--- src/rtl/wdog_pkg.sv ---
package wdog_pkg;

    typedef enum logic [1:0] {
        WD_COUNT  = 2'd0,
        WD_FROZEN = 2'd1,
        WD_EXPIRE = 2'd2
    } wd_state_e;

    // word index of each register (byte offset / 4)
    localparam int unsigned RI_CTRL   = 0;
    localparam int unsigned RI_PRESET = 1;
    localparam int unsigned RI_KICK   = 2;
    localparam int unsigned RI_COUNT  = 3;
    localparam int unsigned RI_ISTAT  = 4;
    localparam int unsigned RI_RAW    = 5;

    // control field positions
    localparam int unsigned CTRL_MODE_BIT = 1;
    localparam int unsigned CTRL_WAKE_BIT = 2;

    // status event positions
    localparam int unsigned EV_TMO  = 0;
    localparam int unsigned EV_WAKE = 1;
    localparam int unsigned EV_N    = 2;

endpackage

--- src/rtl/wdog_cnt_fsm.sv ---
module wdog_cnt_fsm
    import wdog_pkg::*;
#(
    parameter int CNT_W = 32
) (
    input  logic             clk,
    input  logic             rst_n,
    input  logic             halt_i,
    input  logic             kick_i,
    input  logic [CNT_W-1:0] preset_i,
    output logic [CNT_W-1:0] cnt_o,
    output logic             frozen_o,
    output logic             expire_o
);

    wd_state_e        state_q, state_d;
    logic [CNT_W-1:0] cnt_q;
    logic             at_zero;

    assign at_zero = (cnt_q == '0);

    // state register
    always_ff @(posedge clk or negedge rst_n) begin
        if (!rst_n) state_q <= WD_COUNT;
        else        state_q <= state_d;
    end

    // next state
    always_comb begin
        state_d = state_q;
        unique case (state_q)
            WD_COUNT: begin
                if (halt_i)                 state_d = WD_FROZEN;
                else if (!kick_i && at_zero) state_d = WD_EXPIRE;
                else                        state_d = WD_COUNT;
            end
            WD_FROZEN: state_d = halt_i ? WD_FROZEN : WD_COUNT;
            WD_EXPIRE: state_d = halt_i ? WD_FROZEN : WD_COUNT;
            default:   state_d = WD_COUNT;
        endcase
    end

    // outputs decoded from the state register
    always_comb begin
        frozen_o = 1'b0;
        expire_o = 1'b0;
        unique case (state_q)
            WD_FROZEN: frozen_o = 1'b1;
            WD_EXPIRE: expire_o = 1'b1;
            default: ;
        endcase
    end

    // counter datapath
    always_ff @(posedge clk or negedge rst_n) begin
        if (!rst_n) begin
            cnt_q <= '1;
        end else if (kick_i || state_q == WD_EXPIRE) begin
            cnt_q <= preset_i;
        end else if (state_q == WD_COUNT && !halt_i && !at_zero) begin
            cnt_q <= cnt_q - CNT_W'(1);
        end
    end

    assign cnt_o = cnt_q;

endmodule

--- src/rtl/wdog_action.sv ---
module wdog_action (
    input  logic expire_i,
    input  logic sleep_i,
    input  logic wake_en_i,
    input  logic mode_irq_i,
    output logic reset_req_o,
    output logic set_tmo_o,
    output logic set_wake_o
);

    logic wake_hit;

    always_comb begin
        wake_hit    = expire_i && sleep_i && wake_en_i;
        set_wake_o  = wake_hit;
        reset_req_o = expire_i && !wake_hit && !mode_irq_i;
        set_tmo_o   = expire_i && !wake_hit && mode_irq_i;
    end

endmodule

--- src/rtl/wdog_regs.sv ---
module wdog_regs
    import wdog_pkg::*;
#(
    parameter int              DATA_W = 32,
    parameter int              ADDR_W = 5,
    parameter logic [DATA_W-1:0] KEY  = 32'h5EED_C0DE
) (
    input  logic              clk,
    input  logic              rst_n,
    input  logic              psel,
    input  logic              penable,
    input  logic              pwrite,
    input  logic [ADDR_W-1:0] paddr,
    input  logic [DATA_W-1:0] pwdata,
    output logic [DATA_W-1:0] prdata,
    input  logic [DATA_W-1:0] cnt_i,
    input  logic              frozen_i,
    input  logic              halt_i,
    input  logic              sleep_i,
    input  logic              set_tmo_i,
    input  logic              set_wake_i,
    output logic              kick_o,
    output logic [DATA_W-1:0] preset_o,
    output logic              mode_irq_o,
    output logic              wake_en_o,
    output logic              lock_o,
    output logic              irq_tmo_o,
    output logic              irq_wake_o
);

    localparam int IDX_W = ADDR_W - 2;
    localparam logic [IDX_W-1:0] A_CTRL   = IDX_W'(RI_CTRL);
    localparam logic [IDX_W-1:0] A_PRESET = IDX_W'(RI_PRESET);
    localparam logic [IDX_W-1:0] A_KICK   = IDX_W'(RI_KICK);
    localparam logic [IDX_W-1:0] A_COUNT  = IDX_W'(RI_COUNT);
    localparam logic [IDX_W-1:0] A_ISTAT  = IDX_W'(RI_ISTAT);
    localparam logic [IDX_W-1:0] A_RAW    = IDX_W'(RI_RAW);

    logic             hit, wr_en;
    logic [IDX_W-1:0] idx;
    logic             mode_q, wake_q, lock_q;
    logic [DATA_W-1:0] preset_q;
    logic [EV_N-1:0]  istat_q, ev_set;

    assign idx   = paddr[ADDR_W-1:2];
    assign hit   = psel && (paddr[1:0] == 2'b00);
    assign wr_en = hit && penable && pwrite;

    // control: one configuration write, then locked
    always_ff @(posedge clk or negedge rst_n) begin
        if (!rst_n) begin
            mode_q <= 1'b0;
            wake_q <= 1'b0;
            lock_q <= 1'b0;
        end else if (wr_en && idx == A_CTRL && !lock_q) begin
            mode_q <= pwdata[CTRL_MODE_BIT];
            wake_q <= pwdata[CTRL_WAKE_BIT];
            lock_q <= 1'b1;
        end
    end

    always_ff @(posedge clk or negedge rst_n) begin
        if (!rst_n)                         preset_q <= '1;
        else if (wr_en && idx == A_PRESET)  preset_q <= pwdata;
    end

    assign kick_o = wr_en && (idx == A_KICK) && (pwdata == KEY);

    // sticky status bits, set beats clear
    always_comb begin
        ev_set          = '0;
        ev_set[EV_TMO]  = set_tmo_i;
        ev_set[EV_WAKE] = set_wake_i;
    end

    for (genvar g = 0; g < EV_N; g++) begin : g_istat
        always_ff @(posedge clk or negedge rst_n) begin
            if (!rst_n)                                   istat_q[g] <= 1'b0;
            else if (ev_set[g])                           istat_q[g] <= 1'b1;
            else if (wr_en && idx == A_ISTAT && pwdata[g]) istat_q[g] <= 1'b0;
        end
    end

    // read path, zero wait states
    always_comb begin
        prdata = '0;
        if (hit && !pwrite) begin
            case (idx)
                A_CTRL:   prdata = {{(DATA_W-3){1'b0}}, wake_q, mode_q, 1'b1};
                A_PRESET: prdata = preset_q;
                A_KICK:   prdata = '0;
                A_COUNT:  prdata = cnt_i;
                A_ISTAT:  prdata = {{(DATA_W-EV_N){1'b0}}, istat_q};
                A_RAW:    prdata = {{(DATA_W-3){1'b0}}, frozen_i, sleep_i, halt_i};
                default:  prdata = '0;
            endcase
        end
    end

    assign preset_o   = preset_q;
    assign mode_irq_o = mode_q;
    assign wake_en_o  = wake_q;
    assign lock_o     = lock_q;
    assign irq_tmo_o  = istat_q[EV_TMO];
    assign irq_wake_o = istat_q[EV_WAKE];

endmodule

--- src/rtl/apb_watchdog.sv ---
module apb_watchdog #(
    parameter int                DATA_W = 32,
    parameter int                ADDR_W = 5,
    parameter logic [DATA_W-1:0] KEY    = 32'h5EED_C0DE
) (
    input  logic              pclk,
    input  logic              presetn,
    input  logic              psel,
    input  logic              penable,
    input  logic              pwrite,
    input  logic [ADDR_W-1:0] paddr,
    input  logic [DATA_W-1:0] pwdata,
    output logic [DATA_W-1:0] prdata,
    output logic              pready,
    output logic              pslverr,
    input  logic              dbg_halt_i,
    input  logic              sleep_i,
    output logic              reset_req_o,
    output logic              irq_timeout_o,
    output logic              irq_wake_o
);

    logic [DATA_W-1:0] cur_cnt, cur_preset;
    logic              kick, frozen, expire;
    logic              cfg_mode, cfg_wake, cfg_lock;
    logic              set_tmo, set_wake;

    assign pready  = 1'b1;
    assign pslverr = 1'b0;

    wdog_regs #(
        .DATA_W (DATA_W),
        .ADDR_W (ADDR_W),
        .KEY    (KEY)
    ) u_regs (
        .clk        (pclk),
        .rst_n      (presetn),
        .psel       (psel),
        .penable    (penable),
        .pwrite     (pwrite),
        .paddr      (paddr),
        .pwdata     (pwdata),
        .prdata     (prdata),
        .cnt_i      (cur_cnt),
        .frozen_i   (frozen),
        .halt_i     (dbg_halt_i),
        .sleep_i    (sleep_i),
        .set_tmo_i  (set_tmo),
        .set_wake_i (set_wake),
        .kick_o     (kick),
        .preset_o   (cur_preset),
        .mode_irq_o (cfg_mode),
        .wake_en_o  (cfg_wake),
        .lock_o     (cfg_lock),
        .irq_tmo_o  (irq_timeout_o),
        .irq_wake_o (irq_wake_o)
    );

    wdog_cnt_fsm #(
        .CNT_W (DATA_W)
    ) u_fsm (
        .clk      (pclk),
        .rst_n    (presetn),
        .halt_i   (dbg_halt_i),
        .kick_i   (kick),
        .preset_i (cur_preset),
        .cnt_o    (cur_cnt),
        .frozen_o (frozen),
        .expire_o (expire)
    );

    wdog_action u_action (
        .expire_i    (expire),
        .sleep_i     (sleep_i),
        .wake_en_i   (cfg_wake),
        .mode_irq_i  (cfg_mode),
        .reset_req_o (reset_req_o),
        .set_tmo_o   (set_tmo),
        .set_wake_o  (set_wake)
    );

endmodule

--- config.mk ---
export PLATFORM = sky130hd
export DESIGN_NAME = apb_watchdog
export DESIGN_NICKNAME = d
export VERILOG_FILES = /design/src/rtl/wdog_pkg.sv /design/src/rtl/wdog_cnt_fsm.sv /design/src/rtl/wdog_action.sv /design/src/rtl/wdog_regs.sv /design/src/rtl/apb_watchdog.sv
export SDC_FILE = /design/constraint.sdc
export NUM_CORES = 1
export LEC_CHECK = 0
export BUFFER_PORTS_ARGS = -buffer_cell sky130_fd_sc_hd__buf_4
export CORE_UTILIZATION = 24
export CTS_BUF_LIST = sky130_fd_sc_hd__clkbuf_2
export CTS_CLUSTER_DIAMETER = 80
export DETAILED_ROUTE_END_ITERATION = 8
export PLACE_DENSITY_LB_ADDON = 0.3
export SETUP_SLACK_MARGIN = 0.5
export SYNTH_ARGS = -nofsm -noshare
export SYNTH_HDL_FRONTEND = slang
export SYNTH_SLANG_ARGS = --single-unit
--- constraint.sdc ---
create_clock -name pclk -period 3.5 [get_ports pclk]
set_input_delay 0.35 -clock pclk [delete_from_list [all_inputs] [get_ports pclk]]
set_output_delay 0.35 -clock pclk [all_outputs]
set_load 0.02 [all_outputs]
### After elaboration in Yosys (flattened, before gate mapping)

Index checks and enable logic that the tools add are counted.

| cells by class | value |
|---|---|
| add/sub/neg operators | 1 |
| eq/ne operators | 8 |
| muxes and demuxes | 14 |
| reductions and logical operators | 36 |

Operators with widths:

| kind | number |
|---|---|
| 32-bit case mux with 5 select lines | 1 |
| 32-bit 2-to-1 mux | 3 |
| 32-bit by 31-bit == test with 1-bit output (second input constant) | 1 |
| 32-bit zero test | 1 |
| 32-bit by 1-bit subtractor with 32-bit output (second input constant) | 1 |
| 1-bit logical AND | 20 |
| 1-bit zero test | 7 |
| 1-bit 2-to-1 mux | 7 |
| 3-bit by 2-bit == test with 1-bit output (second input constant) | 2 |
| 3-bit == test (second input constant) | 2 |
| 2-bit nonzero test | 3 |
| 2-bit zero test | 2 |
| 2-bit 2-to-1 mux | 2 |
| 2-bit case mux with 2 select lines | 1 |
| 3-bit by 1-bit == test with 1-bit output (second input constant) | 1 |
| 3-bit zero test | 1 |
| 2-bit by 1-bit == test with 1-bit output (second input constant) | 1 |
| 2-bit == test (second input constant) | 1 |
| 2-bit OR reduction | 1 |
| 1-bit logical OR | 1 |

| word-level totals | value |
|---|---|
| flip-flop bits (word level) | 71 |
| bits of input ports | 44 |
| logic and storage cells | 67 |

### Logic depth before layout (Yosys ltp)

Gate-level depths: netlist (run 1).

| depth | value |
|---|---|
| depth in word-level cells | 11 |
| gate-level depth with buffers | 9 |
| gate-level depth less buffers | 7 |

### Modules after synthesis

Synthesis (run 1) repeated with hierarchy kept, for this count alone.

| unflattened totals | value |
|---|---|
| cell total of the unflattened synthesis | 456 |
| area total of the unflattened synthesis | 4461.8 um^2 |

By module, submodules not included:

| module | instances | cells each | area each (um^2) |
|---|---|---|---|
| wdog_cnt_fsm | 1 | 253 | 2273.4 |
| wdog_regs | 1 | 194 | 2133.3 |
| wdog_action | 1 | 5 | 32.5 |
| apb_watchdog | 1 | 4 | 22.5 |

### Least setup slack after synthesis (run 1)

OpenSTA, ideal clock, no wires.

| timing | value |
|---|---|
| kind | input-to-reg |
| from | input port pwdata[11] |
| to | register u_fsm.cnt_q[0], in the netlist u_fsm.cnt_o[0] |
| setup time | 82 ps |
| data arrival time | 2571 ps |
| required time | 3418 ps |
| slack | 847 ps |
| stages | 7 |
| path through | or4_1 > or4_1 > or4_4 > and2_4 > buf_6 > buf_6 > mux2_4 |

| between the ends | value |
|---|---|
| word-level cells in the longest chain between the ends | 4 |
| elaborated cells between the ends (all ways) | 5 |

Ends and longest elaborated chain:

| what | line | RTL |
|---|---|---|
| start: declaration | apb_watchdog.sv:12 | `input logic [DATA_W-1:0] pwdata,` |
| 32-bit by 31-bit == test with 1-bit output (*) | wdog_regs.sv:67 | `assign kick_o = wr_en && (idx == A_KICK) && (pwdata == KEY);` |
| 1-bit logical AND (*) | wdog_regs.sv:67 |  |
| 1-bit logical OR (*) | wdog_cnt_fsm.sv:58 | `end else if (kick_i \|\| state_q == WD_EXPIRE) begin` |
| 32-bit 2-to-1 mux or 2-bit nonzero test (tied branches) | n/a |  |
| end signal: assignment | wdog_cnt_fsm.sv:59 | `cnt_q <= preset_i;` |
| end signal: assignment | wdog_cnt_fsm.sv:61 | `cnt_q <= cnt_q - CNT_W'(1);` |
| end: declaration | wdog_cnt_fsm.sv:17 | `logic [CNT_W-1:0] cnt_q;` |

Every way passes the cells marked *; elsewhere a longest branch is shown, timed or not.
A chain may end at the register's enable or synchronous reset.

### Worst setup path in the final report (run 1)

| timing | value |
|---|---|
| from | input port pwdata[11] |
| to | register u_fsm.cnt_q[12], in the netlist u_fsm.cnt_o[12] |

The elaborated chain is that of the path after synthesis.

==> impl_summary.txt, run 1 <==
----------------------------------------------------
[Run status]
  Result of the run ... finished clean

[Place]
  IO buf count ... between 70 and 80
  Post-Place Setup Slack ... ~0.47 ns
  Placed instance count ... 715
  Detailed placer's ending HPWL ... between 9 and 10 mm
  Dpl cell area ... roughly 5200 um2
  Final weighted congestion in routability-driven placement ... ~0.77

[Logic synthesis]
  Dominant synthesized flop cell ... dfstp_2
  Number of distinct library cells after synthesis ... 55
  Flip-flop and latch count after synthesis ... just over 70
  Number of flops mapped to enable cells by yosys ... 0
  Ys async rst share ... 1.00
  Sequential fraction of the synthesis area ... 0.426
  Yosys warnings ... 0
  Dominant cell type by area after synthesis ... dfstp_2
  Top cells by area, synth ... dfstp_2 (39%), mux2_2 (10%), a22oi_1 (5.2%), nor2_1 (4.2%), dfrtp_1 (4.0%)
  Post-Syn Nets ... approximately 480
  Synth Instances ... ~430
  Post-synthesis average cell area ... just over 10 um2
  Most used standard cell by instance count after synthesis ... dfstp_2
  Post-synthesis instance area ... 4360 um2
  Commonest cells post-synth ... dfstp_2 (64), nor2_1 (49), mux2_2 (40)
  Area share of the leading cell type in the synthesized netlist ... 0.386

[Detailed routing]
  Ratio of routed vias to standard cells ... 5.10
  Detailed route wirelength on metal2 ... around 6.4 mm
  ANT nets after route ... 0
  Met3 Routed Length ... about 630 um
  Highest routed layer ... met4
  Routed length on met1 ... roughly 6.3 mm
  DRT Wirelength ... approximately 14 mm
  Routed length per placed instance ... ~18 um
  Initial DRC Count ... between 300 and 400
  Number of detailed-routing iterations run before antenna repair ... 4
  # DRC ... 0
  Via Count ... between 3k and 4k

[Final layout]
  Share of layout cells above drive strength 1 ... 0.424
  Layout overhead on the synthesized area ... 28.5%
  # fillers ... 1845
  Final cell utilization of the core ... 0.319
  Number of diodes added for antenna fixing ... 0
  Post-Layout Cell Count ... around 760
  Area taken by multi-input logic gates ... roughly 2300 um2
  Area of all placed cells without fillers ... roughly 5600 um2
  Total number of nets in the final design ... slightly below 600
  Register cell area after layout ... 1860 um2

[Global route]
  Number of global-route vias before repair ... 3892
  GRT Residual Overflow ... 0
  Initial antenna violation count ... 0
  Maximum number of pins on one net before global-route repair ... between 70 and 80
  Global-route wire length before repair ... 21.2 mm
  Total Routing Usage GR ... 0.152

[CTS]
  TritonCTS clock tree ... yes
  Setup repair bufs after CTS ... 0
  CTS Root Cell ... clkbuf_2
  CTS H-tree depth ... 3
  Count of cells resized by post-cts repair ... 0
  Worst-skew pair later-pin latency ... 0.57 ns
  # clock sinks ... between 70 and 80
  Maximum number of buffers from clock root to sink ... 2
  Number of buffers inserted during clock tree synthesis ... 9
  Clock-pin slew of the registers on the worst-case setup and hold paths ... between 0.15 and 0.2 ns

[Critical path]
  Required time at the worst-slack endpoint ... roughly 4.0 ns
  Worst Setup Path Type ... in -> reg
  Arrival time at the worst endpoint ... ~3.4 ns
  Top fanout value on the critical path ... 23
  CP Capture Type ... flip-flop
  CP startpoint kind ... input pin
  Setup slack of the most critical reg-to-reg path ... 0.69 ns

[Pwr]
  Switching share of power ... 0.341
  Seq pwr share ... 0.537
  Cell internal pwr ... 1.59 mW
  Sum of internal, switching and leakage power ... approximately 2.4 mW
  Proportion of power drawn by the clock network ... 0.192
  Net switching power of the design ... 0.822 mW
  Total leakage power ... 2.17 nW
  VDD IR-drop max ... between 0.00015 and 0.0002 V
  Power share of the combinational group ... 0.271
  Power density relative to cell area ... ~430 nW/um2

[Timing]
  Final hold viol count ... 0
  Slew Limit Headroom ... 0.374
  Minimum hold slack ... approximately 0.062 ns
  Final setup fails ... 0
  Setup total negative slack ... 0 ns
  Worst setup margin ... about 0.56 ns
  Worst setup skew after layout ... 0.0248 ns
  Fin crit share ... 0.841
  Final period demand of the worst path ... slightly below 3 ns
  RSZ-0062 raised after global routing ... no
  Count of pins over their slew limit ... 0
  Highest clock frequency the design can meet ... between 300 and 400 MHz
  Measured slew at the worst slew-check pin ... around 0.94 ns

[Floorplan]
  Core Box Area ... ~18000 um2
  Die H ... about 140 um
  Effective utilization at floorplan ... 0.249
  Area of the die ... between 15000 and 20000 um2
  Overall die width ... approximately 140 um
  I/O pin count ... around 80
  Count of standard-cell rows ... 48

[Worst hold path]
  Tightest Hold Check Type ... in -> reg

[Run]
  Count of maximum capacitance violations ... 0

----------------------------------------------------
==> sequential cells by signal, summed over array words and instances, names as in the netlist <==
register / cells
u_regs.irq_tmo_o: 1
u_regs.lock_o: 1
u_regs.irq_wake_o: 1
u_fsm.cnt_o: 32
u_regs.preset_o: 32
u_fsm.state_q: 2
u_regs.mode_irq_o: 1
u_regs.wake_en_o: 1
==> timing repair <==
item | 4_1_cts | 5_1_grt
setup endpoints to repair | 0 | 12
hold endpoints to repair | 39 | 1
hold buffers | 32 | 1
==> final timing paths <==
check | start | to | cells after the start
setup / recovery | pwdata[11] | u_fsm.cnt_o[12] | 7
setup reg to reg | u_fsm.cnt_o[8] | u_fsm.cnt_o[29] | 5
min in group asynchronous | presetn | u_fsm.state_q[1] | 2
hold / removal | pwdata[15] | u_regs.preset_o[15] | 2
hold reg to reg | u_regs.lock_o | u_regs.lock_o | 1
max in group asynchronous | presetn | u_regs.wake_en_o | 2
==> routing by layer <==
metal  GRT usage  vias up
met5           0        -
met4      0.0735        0
met3      0.0348       23
met2       0.242      103
met1       0.192     1909
li1            -     1856
==> placed cells by master (no fill, tap or decap), types with 7 or more instances in the layout <==
cell type,Yosys,final
or4_1,12,12
dfstp_2,64,64
o41ai_1,7,7
nor3_1,8,7
mux2_2,40,40
a22oi_1,30,30
dfrtp_1,7,7
o21ai_0,14,14
or3_1,16,16
o31ai_1,7,7
a21oi_1,23,23
a31oi_1,18,18
nor4_1,7,7
mux2_4,9,9
clkbuf_2,0,11
nor2_1,49,47
nand2_1,8,8
inv_1,7,7
buf_4,2,88
dlygate4sd3_1,0,33
==> power groups by stage <==
stage               Sequential [mW]  Combinational, mW  Clock (mW)
floorplan                      1.23              0.461           0
global placement               1.30              0.605           0
detailed placement             1.31              0.623           0
CTS                            1.29              0.655       0.479
global route                   1.33              0.728       0.514
finish                         1.30              0.652       0.463
==> cells by family after synthesis <==
group                      count (synthesis)  share of synthesized area
xor gates and xnor gates                   6                     0.0121
and+or+nand+nor                          149                      0.194
AOI/OAI and AO/OA                        109                      0.166
adders and majority gates                  5                     0.0144
DFF                                       71                      0.426
muxes                                     53                      0.146
other                                      2                    0.00172
buffers and inverters                     37                     0.0390
==> critical path: stages <==
cell and delay, ns:
dlygate4sd3_1 0.55, buf_4 0.14, or4_1 0.56, or4_1 0.48, or4_4 0.70, and2_4 0.30, mux2_4 0.33
==> layout make-up <==
type                    instances  area share
inverters                       7     0.00469
clock inverters                 3     0.00693
multi-input cells             325       0.420
repair buffers                121       0.177
well taps                     225      0.0503
clock buffers                  11     0.00983
flip-flops and latches         71       0.332
Power figures use the tool's default switching activity.
==> inputs of run 2 (changes only) <==
- clock period: 3.5 -> 3 ns (I/O delays scaled with it)
==> run 2 against run 1 <==
Effect of this change:
- total power rose by 20%
- wire length up 3.0%
- final cell count is 3.0% higher
- clock skew is 0.018 ns higher
- non-clock buffer count rose by 19
- combinational power increased by 42%
- sequential cell count is the same
- first-iteration DRC count down 19%
- sequential share of layout area fell by 1.5 points
- die area did not move
- critical path depth fell by 2
==> impl_summary.txt, run 2 (synthesis results as in run 1) <==
----------------------------------------------------
[Critical path]
  Required time at the worst-slack endpoint ... 3.51 ns (was 4.00 ns)
  Setup slack of the most critical reg-to-reg path ... 0.40 ns (was 0.69 ns)
  First element of the critical path ... u_fsm.cnt_o[8] (was pwdata[11])
  Worst Setup Path Type ... reg -> reg (was in -> reg)
  CP startpoint kind ... flip-flop (was input pin)
  CP Capture Type ... flip-flop (unchanged)
  Arrival time at the worst endpoint ... 3.11 ns (was 3.44 ns)
  Worst reg2reg path startpoint ... u_fsm.cnt_o[8] (unchanged)
  Top fanout value on the critical path ... 3 (was 23)

[Floorplan]
  Area of the die ... 18700 um2 (unchanged)
  I/O pin count ... 81 (unchanged)
  Die H ... 137 um (unchanged)
  Overall die width ... 137 um (unchanged)
  Effective utilization at floorplan ... 0.249 (unchanged)
  Core Box Area ... 17500 um2 (unchanged)
  Count of standard-cell rows ... 48 (unchanged)

[Pwr]
  Net switching power of the design ... 1.00 mW (was 0.822 mW)
  Cell internal pwr ... 1.90 mW (was 1.59 mW)
  Power share of the combinational group ... 0.319 (was 0.271)
  Power density relative to cell area ... 496 nW/um2 (was 431 nW/um2)
  Total leakage power ... 2.31 nW (was 2.17 nW)
  Proportion of power drawn by the clock network ... 0.158 (was 0.192)
  VDD IR-drop max ... 0.000181 V (was 0.000176 V)
  Seq pwr share ... 0.522 (was 0.537)
  Switching share of power ... 0.345 (was 0.341)

[Detailed routing]
  Via Count ... 3996 (was 3891)
  Ratio of routed vias to standard cells ... 5.08 (was 5.10)
  Routed length per placed instance ... 17.9 um (about the same)
  DRT Wirelength ... 14.0 mm (was 13.6 mm)
  Initial DRC Count ... 256 (was 316)
  Number of detailed-routing iterations run before antenna repair ... 5 (was 4)
  ANT nets after route ... 0 (unchanged)
  # DRC ... 0 (unchanged)

[Timing]
  Fin crit share ... 0.865
  Setup total negative slack ... 0 ns (unchanged)
  Final setup fails ... 0 (unchanged)
  RSZ-0062 raised after global routing ... yes (was no)
  Count of pins over their slew limit ... 0 (unchanged)
  Final hold viol count ... 0 (unchanged)
  Slew Limit Headroom ... 0.385 (was 0.374)
  Worst setup skew after layout ... 0.0427 ns (was 0.0248 ns)
  Measured slew at the worst slew-check pin ... 0.923 ns (was 0.939 ns)
  Final period demand of the worst path ... approximately 2.6 ns
  Highest clock frequency the design can meet ... 385 MHz
  Worst setup margin ... 0.404 ns (was 0.557 ns)

[CTS]
  Worst-skew pair later-pin latency ... 0.57 ns (about the same)
  CTS H-tree depth ... 3 (unchanged)
  # clock sinks ... 71 (unchanged)
  Clock-pin slew of the registers on the worst-case setup and hold paths ... 0.20 ns (was 0.17 ns)
  CTS Root Cell ... clkbuf_2 (unchanged)
  TritonCTS clock tree ... yes (unchanged)
  Number of buffers inserted during clock tree synthesis ... 9 (unchanged)
  Maximum number of buffers from clock root to sink ... 2 (unchanged)

[Worst hold path]
  Launch instance of the worst min-delay path ... paddr[4] (was pwdata[15])
  Tightest Hold Check Type ... in -> reg (unchanged)

[Global route]
  Global-route wire length before repair ... 21.3 mm (was 21.2 mm)
  GRT Residual Overflow ... 0 (unchanged)
  Number of global-route vias before repair ... 3964 (was 3892)
  Initial antenna violation count ... 0 (unchanged)
  Total Routing Usage GR ... 0.152 (about the same)
  Maximum number of pins on one net before global-route repair ... 72 (unchanged)

[Final layout]
  Total number of nets in the final design ... 605 (was 584)
  Leading cell types in the layout, fill and taps excluded ... buf_4 (100), dfstp_2 (64), nor2_1 (47) (was buf_4 (88), dfstp_2 (64), nor2_1 (47))
  Share of layout cells above drive strength 1 ... 0.467 (was 0.424)
  Number of diodes added for antenna fixing ... 0 (unchanged)
  Layout overhead on the synthesized area ... 34.5% (was 28.5%)
  Most common library cell in the layout ignoring fill and taps ... buf_4 (unchanged)

[Place]
  Post-Place Setup Slack ... 0.359 ns (was 0.470 ns)
  Detailed placer's ending HPWL ... 9.80 mm (was 9.57 mm)
  Final weighted congestion in routability-driven placement ... 0.859 (was 0.771)
  IO buf count ... 78 (unchanged)

[Run status]
  Result of the run ... finished clean (unchanged)

[Run]
  Count of maximum capacitance violations ... 0 (unchanged)

----------------------------------------------------
[run 2: power groups by stage]
| stage | clock, mW | sequential, mW | combinational, mW |
|---|---|---|---|
| floorplan | 0 | 1.44 | 0.550 |
| global placement | 0 | 1.52 | 0.730 |
| detailed placement | 0 | 1.53 | 0.746 |
| CTS | 0.483 | 1.51 | 0.822 |
| global route | 0.520 | 1.55 | 1.02 |
| finish | 0.460 | 1.52 | 0.927 |
[run 2: layer usage]
layer / global-route usage / vias to the layer above / part of all wire
li1: - / 1900 / -
met1: 0.197 / 1965 / 0.46
met2: 0.239 / 107 / 0.46
met3: 0.0296 / 24 / 0.043
met4: 0.0790 / 0 / 0.031
met5: 0 / - / 0
[run 2: timing repair]
action | in CTS | in global routing
hold buffers | 35 | 0
setup buffers | 3 | 10
pin swaps | 1 | 12
endpoints found under the setup margin | 18 | 28
endpoints found under the hold margin | 43 | 0
resized for setup | 3 | 18
cloned | 0 | 3
[run 2: worst max-delay path, stage by stage (launching register included)]
cell and delay [ns]:
dfstp_2 0.41, or4_4 0.54, or4b_4 0.50, or4_4 0.44, or4b_1 0.47, a31oi_1 0.19
[run 2: per-stage QoR]
| stage | util | instances | power [mW] | instance area (um2) | hold slack [ns] |
|---|---|---|---|---|---|
| 3_5_place_dp | 0.297 | 719 | 2.27 | 5210 | 0.458 |
| 2_1_floorplan | - | 432 | 1.99 | 4370 | 0.00441 |
| 6_report | 0.334 | 786 | 2.90 | 5860 | 0.0836 |
| 3_3_place_gp | 0.297 | 719 | 2.25 | 5210 | 0.456 |
| 5_1_grt | 0.334 | 786 | 3.09 | 5860 | 0.0714 |
| 4_1_cts | 0.323 | 773 | 2.81 | 5670 | 0.0189 |
[run 2: worst paths after layout]
| kind | cells after the start | endpoint |
|---|---|---|
| hold reg to reg | 1 | u_regs.lock_o |
| setup reg to reg | 5 | u_fsm.cnt_o[17] |
| setup / recovery | 5 | u_fsm.cnt_o[17] |
| hold / removal | 3 | u_regs.irq_wake_o |
| min in group asynchronous | 2 | u_regs.wake_en_o |
| max in group asynchronous | 2 | u_fsm.state_q[0] |
[run 2: layout make-up]
cell class / instances / area (um2)
fill: 1838 / 11700
multi-input combinational: 327 / 2450
clock inverter: 2 / 7.51
inverter: 7 / 26.3
timing repair buffer: 140 / 1170
tap: 225 / 282
sequential: 71 / 1860
clock buffer: 14 / 70.1
